<file path="src/rtl/sbe_pkg.sv">
// Shared constants and types for the stipple and blit engine.
// Assumes a 32-bit bus word; run-length and source field widths follow it.
package sbe_pkg;
    localparam int unsigned WORD_W = 32;   // bus data width, also stipple mask width
    localparam int unsigned RUN_W  = 5;    // run length field width (runs of 1..32)
    localparam int unsigned SRC_W  = 24;   // blit source field width

    typedef enum logic [1:0] {
        OP_STIP = 2'd0,
        OP_FILL = 2'd1,
        OP_COPY = 2'd2
    } sbe_op_e;
endpackage

</file>
<file path="src/rtl/sbe_cmd_decode.sv">
// Bus-side decoder: latches the pending colour from colour-half writes and
// turns command-half writes into a start pulse with decoded fields.
// Assumes the sequencer reports busy; command writes are held off while busy.
module sbe_cmd_decode
    import sbe_pkg::*;
#(
    parameter int unsigned IDX_W = 20,
    parameter int unsigned PIX_W = 8
) (
    input  logic                 clk,
    input  logic                 rst_n,
    input  logic                 bus_wr,
    input  logic                 bus_sel_blit,
    input  logic [IDX_W+2:2]     bus_addr,
    input  logic [WORD_W-1:0]    bus_wdata,
    input  logic                 busy,
    output logic                 bus_ready,
    output logic [PIX_W-1:0]     colour_q,
    output logic                 start,
    output sbe_op_e              start_op,
    output logic [IDX_W-1:0]     start_dst,
    output logic [IDX_W-1:0]     start_src,
    output logic [RUN_W-1:0]     start_last,
    output logic [WORD_W-1:0]    start_mask
);
    logic              is_cmd;
    logic [SRC_W-1:0]  src_field;
    logic              is_fill;

    assign is_cmd    = bus_addr[2];
    assign src_field = bus_wdata[SRC_W-1:0];
    assign is_fill   = (src_field == {SRC_W{1'b1}});

    // Hold off command writes while a command runs; colour writes always pass.
    assign bus_ready = !(is_cmd && busy);
    assign start     = bus_wr && is_cmd && !busy;

    // Pending colour register, loaded by colour-half writes at any time.
    always_ff @(posedge clk) begin
        if (!rst_n) begin
            colour_q <= '0;
        end else if (bus_wr && !is_cmd) begin
            colour_q <= bus_wdata[PIX_W-1:0];
        end
    end

    // Field decode for the command carried by this write.
    always_comb begin
        start_dst  = bus_addr[IDX_W+2:3];
        start_src  = src_field[IDX_W-1:0];
        start_mask = bus_wdata;
        if (!bus_sel_blit) begin
            start_op   = OP_STIP;
            start_last = {RUN_W{1'b1}};
        end else begin
            start_op   = is_fill ? OP_FILL : OP_COPY;
            start_last = bus_wdata[SRC_W +: RUN_W];
        end
    end
endmodule

</file>
<file path="src/rtl/sbe_sequencer.sv">
// Command sequencer: steps one pixel per cycle for stipple and fill, and one
// read then one write per pixel for copy, in ascending order.
// Assumes a single-port memory whose read data is valid the cycle after the
// read and stays valid until the next access.
module sbe_sequencer
    import sbe_pkg::*;
#(
    parameter int unsigned IDX_W = 20,
    parameter int unsigned PIX_W = 8
) (
    input  logic                 clk,
    input  logic                 rst_n,
    input  logic                 start,
    input  sbe_op_e              start_op,
    input  logic [IDX_W-1:0]     start_dst,
    input  logic [IDX_W-1:0]     start_src,
    input  logic [RUN_W-1:0]     start_last,
    input  logic [WORD_W-1:0]    start_mask,
    input  logic [PIX_W-1:0]     colour,
    output logic                 busy,
    output logic                 mem_en,
    output logic                 mem_we,
    output logic [IDX_W-1:0]     mem_addr,
    output logic [PIX_W-1:0]     mem_wdata,
    input  logic [PIX_W-1:0]     mem_rdata
);
    sbe_op_e            op_q;
    logic               busy_q;
    logic               wr_phase_q;
    logic [RUN_W-1:0]   cnt_q;
    logic [RUN_W-1:0]   last_q;
    logic [IDX_W-1:0]   dst_q;
    logic [IDX_W-1:0]   src_q;
    logic [WORD_W-1:0]  mask_q;
    logic [PIX_W-1:0]   col_q;
    logic [IDX_W-1:0]   cur_dst;
    logic [IDX_W-1:0]   cur_src;
    logic               step_pixel;

    assign busy    = busy_q;
    assign cur_dst = dst_q + IDX_W'(cnt_q);
    assign cur_src = src_q + IDX_W'(cnt_q);
    // A pixel completes each cycle, except the read half of a copy.
    assign step_pixel = busy_q && !(op_q == OP_COPY && !wr_phase_q);

    // Command state: load on start, advance per pixel, finish on the last one.
    always_ff @(posedge clk) begin
        if (!rst_n) begin
            busy_q     <= 1'b0;
            op_q       <= OP_STIP;
            wr_phase_q <= 1'b0;
            cnt_q      <= '0;
            last_q     <= '0;
            dst_q      <= '0;
            src_q      <= '0;
            mask_q     <= '0;
            col_q      <= '0;
        end else if (start) begin
            busy_q     <= 1'b1;
            op_q       <= start_op;
            wr_phase_q <= 1'b0;
            cnt_q      <= '0;
            last_q     <= start_last;
            dst_q      <= start_dst;
            src_q      <= start_src;
            mask_q     <= start_mask;
            col_q      <= colour;
        end else if (busy_q) begin
            wr_phase_q <= (op_q == OP_COPY) && !wr_phase_q;
            if (step_pixel) begin
                mask_q <= mask_q << 1;
                cnt_q  <= cnt_q + 1'b1;
                if (cnt_q == last_q) begin
                    busy_q <= 1'b0;
                end
            end
        end
    end

    // Memory port drive from the current command state.
    always_comb begin
        mem_en    = 1'b0;
        mem_we    = 1'b0;
        mem_addr  = cur_dst;
        mem_wdata = col_q;
        if (busy_q) begin
            case (op_q)
                OP_STIP: begin
                    mem_en = mask_q[WORD_W-1];
                    mem_we = mask_q[WORD_W-1];
                end
                OP_FILL: begin
                    mem_en = 1'b1;
                    mem_we = 1'b1;
                end
                OP_COPY: begin
                    mem_en = 1'b1;
                    mem_we = wr_phase_q;
                    if (!wr_phase_q) begin
                        mem_addr = cur_src;
                    end else begin
                        mem_wdata = mem_rdata;
                    end
                end
                default: begin
                    mem_en = 1'b0;
                end
            endcase
        end
    end


    run_bound_chk: assert property (@(posedge clk) disable iff (!rst_n)
        busy_q |-> (cnt_q <= last_q));


    copy_read_first_chk: assert property (@(posedge clk) disable iff (!rst_n)
        (busy_q && op_q == OP_COPY && mem_we) |-> $past(mem_en && !mem_we));


    colour_hold_chk: assert property (@(posedge clk) disable iff (!rst_n)
        (busy_q && $past(busy_q)) |-> $stable(col_q));
endmodule

</file>
<file path="src/rtl/sbe_engine.sv">
// Stipple and blit engine top: joins the bus decoder to the sequencer and
// exposes a single-port pixel memory interface.
// Assumes the memory returns read data one cycle after a read access.
module sbe_engine
    import sbe_pkg::*;
#(
    parameter int unsigned IDX_W = 20,
    parameter int unsigned PIX_W = 8
) (
    input  logic                 clk,
    input  logic                 rst_n,
    input  logic                 bus_wr,
    input  logic                 bus_sel_blit,
    input  logic [IDX_W+2:2]     bus_addr,
    input  logic [WORD_W-1:0]    bus_wdata,
    output logic                 bus_ready,
    output logic [WORD_W-1:0]    bus_rdata,
    output logic                 busy,
    output logic                 mem_en,
    output logic                 mem_we,
    output logic [IDX_W-1:0]     mem_addr,
    output logic [PIX_W-1:0]     mem_wdata,
    input  logic [PIX_W-1:0]     mem_rdata
);
    logic               start;
    sbe_op_e            start_op;
    logic [IDX_W-1:0]   start_dst;
    logic [IDX_W-1:0]   start_src;
    logic [RUN_W-1:0]   start_last;
    logic [WORD_W-1:0]  start_mask;
    logic [PIX_W-1:0]   colour_q;

    // Both windows read back as zero.
    assign bus_rdata = '0;

    sbe_cmd_decode #(.IDX_W(IDX_W), .PIX_W(PIX_W)) u_decode (
        .clk          (clk),
        .rst_n        (rst_n),
        .bus_wr       (bus_wr),
        .bus_sel_blit (bus_sel_blit),
        .bus_addr     (bus_addr),
        .bus_wdata    (bus_wdata),
        .busy         (busy),
        .bus_ready    (bus_ready),
        .colour_q     (colour_q),
        .start        (start),
        .start_op     (start_op),
        .start_dst    (start_dst),
        .start_src    (start_src),
        .start_last   (start_last),
        .start_mask   (start_mask)
    );

    sbe_sequencer #(.IDX_W(IDX_W), .PIX_W(PIX_W)) u_seq (
        .clk        (clk),
        .rst_n      (rst_n),
        .start      (start),
        .start_op   (start_op),
        .start_dst  (start_dst),
        .start_src  (start_src),
        .start_last (start_last),
        .start_mask (start_mask),
        .colour     (colour_q),
        .busy       (busy),
        .mem_en     (mem_en),
        .mem_we     (mem_we),
        .mem_addr   (mem_addr),
        .mem_wdata  (mem_wdata),
        .mem_rdata  (mem_rdata)
    );


    start_sets_busy_chk: assert property (@(posedge clk) disable iff (!rst_n)
        start |=> busy);


    colour_quiet_chk: assert property (@(posedge clk) disable iff (!rst_n)
        (bus_wr && !bus_addr[2] && !busy) |=> !mem_en);
endmodule

</file>
<file path="config.mk">
export PLATFORM = sky130hd
export DESIGN_NAME = sbe_engine
export DESIGN_NICKNAME = d
export VERILOG_FILES = /design/src/rtl/sbe_pkg.sv /design/src/rtl/sbe_cmd_decode.sv /design/src/rtl/sbe_sequencer.sv /design/src/rtl/sbe_engine.sv
export SDC_FILE = /design/constraint.sdc
export NUM_CORES = 1
export LEC_CHECK = 0
export ABC_AREA = 1
export CORE_AREA = 2 2 118 120
export CTS_BUF_LIST = sky130_fd_sc_hd__clkbuf_2 sky130_fd_sc_hd__clkbuf_4 sky130_fd_sc_hd__clkbuf_8
export CTS_CLUSTER_DIAMETER = 120
export DETAILED_ROUTE_END_ITERATION = 7
export DIE_AREA = 0 0 120 122
export MAX_ROUTING_LAYER = met4
export PLACE_DENSITY = 0.78
export SETUP_SLACK_MARGIN = 0.15
export SLEW_MARGIN = 10
export SYNTH_ARGS = -nofsm -noshare
export SYNTH_HDL_FRONTEND = slang
export SYNTH_HIERARCHICAL = 1
export SYNTH_SLANG_ARGS = --single-unit
</file>
<file path="constraint.sdc">
create_clock -name clk -period 1.99 [get_ports clk]
set_input_delay 0.199 -clock clk [delete_from_list [all_inputs] [get_ports clk]]
set_output_delay 0.199 -clock clk [all_outputs]
set_load 0.1 [all_outputs]
</file>
; Yosys cells after proc, flatten, opt, wreduce, memory -nomap -nowiden
; Index checks and enable logic that the tools add are counted.
[word_totals]
ff_bits = 102
output_inout_bits = 64
elab_cells = 56
[op_classes]
add_sub_neg = 3
n_eq_ne = 4
n_mux = 20
bitwise = 1
reduce_logical = 18
[ops]
columns = operator, count
row1 = 32-bit 2-to-1 mux, 3
row2 = 20-bit 2-to-1 mux, 3
row3 = 20-bit by 5-bit adder with 20-bit output, 2
row4 = "24-bit == test, second input constant", 1
row5 = 8-bit 2-to-1 mux, 3
row6 = 1-bit logical AND, 6
row7 = 1-bit 2-to-1 mux, 6
row8 = "5-bit by 1-bit adder with 5-bit output, second input constant", 1
row9 = 5-bit == test, 1
row10 = 1-bit logical NOT, 5
row11 = 5-bit 2-to-1 mux, 1
row12 = 2-bit 2-to-1 mux, 2
row13 = 2-bit AND reduction, 2
row14 = 2-bit nonzero test, 2
row15 = 2-bit OR reduction, 2
row16 = 1-bit one-hot mux with 3 select lines, 1
row17 = "2-bit by 1-bit == test with 1-bit output, second input constant", 1
row18 = "2-bit == test, second input constant", 1
row19 = 2-bit logical NOT, 1
row20 = 1-bit one-hot mux with 2 select lines, 1
row21 = 1-bit NOT, 1

; Logic depth before layout (Yosys ltp)
; Gate-level depths: netlist (run 1).
[depth]
ltp_word = 7
depth_mapped = 13
ltp_nobuf = 13

; Modules after synthesis
; Netlist (run 1), hierarchy kept.
[modules_own_cells]
columns = module, n_inst, cells_each, area_each_um2, seq_area_each_um2
row1 = sbe_sequencer, 1, 768, 5216.3, 1881.8
row2 = sbe_cmd_decode, 1, 137, 957.2, 160.2
row3 = sbe_engine, 1, 33, 244.0, 0.0

; Worst setup path after synthesis (run 1)
; No wires, ideal clock.
[synth_path]
kind = reg-to-output
startpoint = reg u_seq.busy_q (netlist: u_seq/busy)
endpoint = out mem_addr[5]
arrival_ps = 3670
required_ps = 1791
setup_slack_ps = -1879
path_stages_with_launch = 5
path_cell_list = dfxtp_1 -> buf_2 -> nand2_1 -> buf_2 -> o21ai_0
[synth_via]
elab_chain_cells = 1
[synth_rtl]
columns = element, line
row1 = start: declaration, sbe_sequencer.sv:28  ; logic busy_q;
row2 = start signal: assignment, sbe_sequencer.sv:49  ; busy_q <= 1'b0;
row3 = start signal: assignment, sbe_sequencer.sv:59  ; busy_q <= 1'b1;
row4 = start signal: assignment, sbe_sequencer.sv:74  ; busy_q <= 1'b0;
row5 = 20-bit 2-to-1 mux, sbe_sequencer.sv:86  ; if (busy_q) begin
row6 = end: declaration, sbe_engine.sv:21  ; output logic [IDX_W-1:0] mem_addr,
; No other way between the ends.

; Final worst setup path (run 1)
[layout_path]
startpoint = reg u_seq.cnt_q[0]
endpoint = out mem_addr[14]
[layout_via]
elab_chain_cells = 4
[layout_rtl]
columns = element, line
row1 = start: declaration, sbe_sequencer.sv:30  ; logic [RUN_W-1:0] cnt_q;
row2 = start signal: assignment, sbe_sequencer.sv:72  ; cnt_q <= cnt_q + 1'b1;
row3 = "20-bit by 5-bit adder with 20-bit output, on equally long branches", "sbe_sequencer.sv:42, sbe_sequencer.sv:41"
row4 = 20-bit 2-to-1 mux, sbe_sequencer.sv:99  ; if (!wr_phase_q) begin
row5 = 20-bit 2-to-1 mux, sbe_sequencer.sv:87  ; case (op_q)
row6 = 20-bit 2-to-1 mux *, sbe_sequencer.sv:86
; Mark *: on every way between the ends. The rest lies on a longest branch, timed or not.

==> results of run 1 <==
## cell families (layout without fill, tap and decap cells)
group / Yosys count / count (layout)
other cells: 1 / 32
fa+ha+maj: 17 / 17
simple gates: 433 / 436
flops: 102 / 102
buf+inv: 207 / 243
compound gates: 161 / 161
mux: 9 / 9
xor+xnor: 8 / 8
## routing by layer
metal | vias to the layer above | part of all wire, %
li1 | 3081 | -
met1 | 3004 | 41
met2 | 289 | 49
met3 | 55 | 6.4
met4 | 0 | 3.8
met5 | - | 0
## final timing paths
check / start / depth (start not counted) / slack (ps) / endpoint
worst max register to register: u_seq/busy / 5 / 160 / u_seq/dst_q[19]
worst max-delay path: u_seq/cnt_q[0] / 15 / -610 / mem_addr[14]
worst min register to register: u_seq/mask_q[0] / 2 / 470 / u_seq/mask_q[0]
worst min-delay path: bus_wdata[31] / 3 / 380 / u_seq/mask_q[31]
## power by group through the flow
| stage | registers [mW] | logic, mW | clock network, mW |
|---|---|---|---|
| after floorplan | 2.31 | 1.31 | 0 |
| after global placement | 2.33 | 1.70 | 0 |
| after detailed placement | 2.33 | 1.72 | 0 |
| after CTS | 2.29 | 1.79 | 1.24 |
| after global routing | 2.31 | 1.97 | 1.34 |
| final | 2.30 | 1.88 | 1.23 |
## worst max-delay path, stage by stage, from the launching register on
cell      delay, ps
dfxtp_4         380
ha_4            140
inv_2            40
fa_2            360
nand3b_1        190
nand2_2          90
buf_6           110
nand2_4          60
nand2_4          80
nand2_2          50
nand2_2          60
nand2_1          50
nand2_1          60
nand2_2          80
nand2_8          70
buf_12          170
## timing repair
action / CTS / global route
pin swaps: 41 / 31
gates cloned: 2 / 2
gates resized for setup: 80 / 44
setup endpoints to repair: 44 / 63
buffers inserted: 18 / 13
## area by class of cell
cell class                 instances  area (um^2)  share of cell area, %
multi-input combinational        663         4060                   46.6
sequential                       102         2070                   23.7
timing repair buffer             161         1890                   21.7
inverter                          66          289                   3.32
tap                              180          225                   2.59
clock buffer                      13          154                   1.77
clock inverter                     3         22.5                  0.259
## metrics by stage
step | std cells | hold slack [ps] | setup slack, ps
global route | 1188 | 400 | -725
finish | 1188 | 381 | -606
detailed placement | 1137 | 456 | -133
floorplan | 969 | 334 | -199
global placement | 1137 | 450 | -95.9
CTS | 1173 | 372 | -500
## cell usage in the layout, fill, tap and decap left out, types with 37 or more instances in the layout
cell type	instances
buf_12	37
buf_4	48
nand2_1	139
nand3_1	62
clkdlybuf4s50_1	64
o21ai_0	68
inv_1	44
dfxtp_1	92
nor2_1	112
## flip-flops by register name, summed over array words and instances, names as in the netlist
name / flops
u_decode/colour_q: 8
u_seq/busy: 1
u_seq/dst_q: 20
u_seq/src_q: 20
u_seq/mask_q: 32
u_seq/wr_phase_q: 1
u_seq/col_q: 8
u_seq/last_q: 5
u_seq/cnt_q: 5
u_seq/op_q: 2
==> impl_metrics.toml, run 1 <==
[grt]
antenna_found_initial = 0
grt_pass1_vias = 5930
grt_busiest_layer = "met2"
grt_max_degree = 37
grt_overflow = 0
grtUsageTotal_pct = 25.2
grt_pass1_wl_mm = 28.7
grt_use_met1_pct = 30.8
grt.met2_usage_pct = 41.0
use_met3_pct = 3.70

[clock_tree]
cts_buffers = 9
clkTransAtPathRegs_ps = 100
htree_levels = 3
clock_sinks = 102
hold_buffers = 0
cts_tree = "yes"
cts_root_buf = "clkbuf_8"
clock_path_buffers = 2
clock_latency_ps = 390

[finish]
n_fill_cell = 1091
antenna_cells = 0
finalNetCount = 1085
fin_area_um2 = 8710
drive_gt1_share_pct = 28.5
final_util_pct = 64.5
areaGrowthSynthToFinish_pct = 35.7

[sta]
finalSetupTns_ps = -8020
drv_slew = 0
post-route-period-util_pct = 130
relSlewSlack_pct = 66.8
fin_worst_skew_ps = 15.2
rsz0062_at_grt = "yes"
fin_ws_ps = -606
finalSetupViolations = 20
max_freq_mhz = 385
hold_viol = 0
tightest_slew_ps = 497
fin_crit_ps = 2600

[synth]
yosysMostFrequentCell = "nand2_1"
netlist_top_cells_count = "nand2_1 (183), nor2_1 (118), buf_4 (107)"
yosysTopAreaCell = "dfxtp_1"
synth_cell_type_count = 38
synth_ff_type = "dfxtp_1"
synthMuxAreaShare_pct = 1.56
synthAdderAreaFrac_pct = 3.55
syn_avg_cell_area_um2 = 6.84
synth-compound-area-share_pct = 13.5
synthArstFlopShare_pct = 0
syn_inst = 938
yosys.area_share.simple_pct = 29.8
synthXorXnorAreaFrac_pct = 1.09
synth_top_family_by_area = "simple AND/OR/NAND/NOR gates"
synth_edf_count = 0
ys_seq_area_share_pct = 31.8
synth_top_area_share_pct = 31.8
synthTopCellsByArea = "dfxtp_1 (32%), buf_4 (13%), nand2_1 (11%), nor2_1 (6.9%), nand3_1 (6.2%)"
syn-cell-area_um2 = 6420
ys_seq_elements = 102
yosysWarnings = 6

[power_and_ir_drop]
ir_drop_mv = 0.361
p_leak_nw = 3.52
clockPowerShare_pct = 22.8
p_per_area_nw_per_um2 = 620
p_total_mw = 5.40
internal-power_mw = 3.34
pwr-share-comb_pct = 34.7
p_seq_share_pct = 42.5
switching_power_mw = 2.07
switching_share_pct = 38.2

[worst_setup_path]
path_max_fanout = 3
cp.required_ps = 1790
cp-end-kind = "output pin"
critPathLaunchType = "flip-flop"
path_class = "flip-flop to output pin"
cp.arrival_ps = 2400

[drt]
drcViolationCount = 0
wirelength_mm = 18.9
dr.pass1.iters = 5
via_count = 6429
final_antenna_net_count = 0
drt_iter0_drc = 532
avgRoutedWirePerCell_um = 15.9
via_per_inst = 5.41

[die]
start_util_pct = 47.5
boundaryPins = 129
dieArea_um2 = 14600
fp.dieH_um = 122
core_region_area_um2 = 13500
dieWidth_um = 120
rows = 43

[job]
drv_cap = 0

[outcome]
status = "complete, but fails checks"
failed_checks = "setup timing"

[placed_design]
placed_cell_area_um2 = 7740
dp_hpwl_mm = 12.4
port-buffer-count = 96
globalplace.congestion = 0.913

[worst_hold_path]
min_path_type = "input pin to flip-flop"
No activity file was read; power rests on OpenSTA's default activity.
==> run 2: changes to the inputs <==
--- a/config.mk
+++ b/config.mk
@@ -6,6 +6,7 @@
 export NUM_CORES = 1
 export LEC_CHECK = 0
 export ABC_AREA = 1
+export CAP_MARGIN = 30
 export CORE_AREA = 2 2 118 120
 export CTS_BUF_LIST = sky130_fd_sc_hd__clkbuf_2 sky130_fd_sc_hd__clkbuf_4 sky130_fd_sc_hd__clkbuf_8
 export CTS_CLUSTER_DIAMETER = 120
==> results of run 2 <==
No change in the layout: final DEF, timing and power equal those of run 1.
==> run 3: changes to the inputs <==
==> constraint.sdc (replaced) <==
create_clock -name clk -period 1.99 [get_ports clk]
set_input_delay 0.398 -clock clk [delete_from_list [all_inputs] [get_ports clk]]
set_output_delay 0.398 -clock clk [all_outputs]
set_load 0.1 [all_outputs]
==> impl_metrics.toml, run 3 (synthesis results as in run 1) <==
[outcome]
status = "complete, but fails checks"
failed_checks = "setup timing"

[worst_hold_path]
hold_depth = 2
hold_start = "u_seq/mask_q[0]"
whs_endpoint = "u_seq/mask_q[0]"
min_path_type = "flip-flop to flip-flop"

[power_and_ir_drop]
p_seq_share_pct = 41.7
internal-power_mw = 3.41
clockPowerShare_pct = 22.2
switching_share_pct = 38.0
p_leak_nw = 3.78
ir_drop_mv = 0.370
switching_power_mw = 2.09
p_per_area_nw_per_um2 = 601
pwr-share-comb_pct = 36.1
p_total_mw = 5.50

[clock_tree]
clkTransAtPathRegs_ps = 90
clock_sinks = 102
clock_path_buffers = 2
hold_buffers = 0
cts_root_buf = "clkbuf_8"
cts_buffers = 9
cts_tree = "yes"
clock_latency_ps = 390
htree_levels = 3

[sta]
tightest_slew_ps = 495
hold_viol = 0
finalSetupViolations = 30
max_freq_mhz = 363
rsz0062_at_grt = "yes"
fin_crit_ps = 2760
post-route-period-util_pct = 139
relSlewSlack_pct = 66.7
fin_worst_skew_ps = 9.59
drv_slew = 0
fin_ws_ps = -768

[worst_setup_path]
cp-end-kind = "output pin"
cp.required_ps = 1590
cp.arrival_ps = 2360
critPathLaunchType = "flip-flop"
rr_startpoint = "u_seq/op_q[0]"
path_max_fanout = 3
reg2reg_to = "u_seq/mask_q[26]"
reg2reg_slack_ps = 260
rr_worst_depth = 12
path_class = "flip-flop to output pin"

[placed_design]
dp_hpwl_mm = 13.0
post-place-ws_ps = -336
globalplace.congestion = 0.937
port-buffer-count = 96

[finish]
largest_register_ffs = 32
antenna_cells = 0
regMostFlops = "u_seq/mask_q"
areaGrowthSynthToFinish_pct = 42.6
n_fill_cell = 1008
seq_area_um2 = 2070
finalNetCount = 1135
layout_common_cells = "nand2_1 (143), nor2_1 (112), buf_4 (92)"
drive_gt1_share_pct = 31.1
mostFrequentLayoutCell = "nand2_1"
final_util_pct = 67.8
multiInputGateArea_um2 = 4060
reg_top3 = "u_seq/mask_q x32, u_seq/dst_q x20, u_seq/src_q x20"

[drt]
top_layer_used = "met4"
final_antenna_net_count = 0
avgRoutedWirePerCell_um = 15.3
dr_wl_met3_mm = 1.06
wl_met2_mm = 9.32
drt_iter0_drc = 481
drcViolationCount = 0
via_per_inst = 5.33
met1Wirelength_mm = 7.76
wirelength_mm = 18.9
via_count = 6589
dr.pass1.iters = 6

[grt]
antenna_found_initial = 0
grt_pass1_wl_mm = 28.8
grt_pass1_vias = 6132
grt_overflow = 0
grtUsageTotal_pct = 25.4
grt_max_degree = 52

[die]
core_region_area_um2 = 13500
dieArea_um2 = 14600
rows = 43
start_util_pct = 47.5
fp.dieH_um = 122
dieWidth_um = 120
boundaryPins = 129

[job]
drv_cap = 0
-- run 3: cell types whose count changed in the layout (fill, tap and decap cells not counted), sizes merged --
cell      before  now
clkinvlp       6    7
inv           60   61
clkinv         3    1
buf           96  147
clkbuf        14   13
nor2         128  127
-- run 3: metal layers --
layer	up-vias	track usage, %
met3	60	4.68
met1	3084	29.6
li1	3176	-
met2	269	41.4
met4	0	13.9
met5	-	-
-- run 3: layout make-up --
cell class / instances / share of cell area (%)
timing repair buffer: 212 / 25.6
tap: 180 / 2.46
inverter: 66 / 3.09
multi-input combinational: 662 / 44.3
sequential: 102 / 22.6
clock buffer: 12 / 1.60
clock inverter: 3 / 0.232
-- run 3: what timing repair did --
| item | CTS | global route |
|---|---|---|
| gates cloned | 2 | 1 |
| pin swaps | 15 | 35 |
| setup buffers | 6 | 18 |
| setup endpoints to repair | 30 | 62 |
| gates resized for setup | 59 | 47 |
-- run 3: how the worst max path moves through the flow --
stage | startpoint | end | slack (ps) | depth (start not counted)
5_1_grt | u_seq/cnt_q[0] | mem_addr[14] | -850 | 15
3_5_place_dp | u_seq/dst_q[0] | mem_addr[16] | -340 | 13
3_3_place_gp | u_seq/cnt_q[0] | mem_addr[16] | -330 | 13
4_1_cts | u_seq/cnt_q[0] | mem_addr[14] | -730 | 15
6_report | u_seq/cnt_q[0] | mem_addr[4] | -770 | 13
2_1_floorplan | u_seq/cnt_q[0] | mem_addr[16] | -400 | 12
-- run 3: power groups by stage --
stage	logic [mW]	clock network [mW]	registers [mW]
detailed placement	1.87	0	2.33
CTS	1.92	1.23	2.29
finish	1.99	1.22	2.29
floorplan	1.34	0	2.31
global route	2.10	1.33	2.31
global placement	1.85	0	2.33
-- run 3: worst max-delay path: stages, from the launching register on --
cell and delay (ps):
dfxtp_4 380, ha_4 160, inv_2 50, fa_2 180
nand3b_1 110, nand2_2 80, buf_6 130, buf_4 130
buf_6 110, buf_6 110, nand2_2 60, nand2_2 70
o22ai_4 200, buf_12 210
-- run 3: per-stage QoR --
stage	TNS [ps]	std cells	hold WS, ps	cell area [um^2]
floorplan	-2720	969	440	7000
global placement	-3560	1195	448	8310
detailed placement	-3980	1195	451	8310
CTS	-11900	1218	465	8770
global route	-15560	1237	483	9150
finish	-13580	1237	465	9150
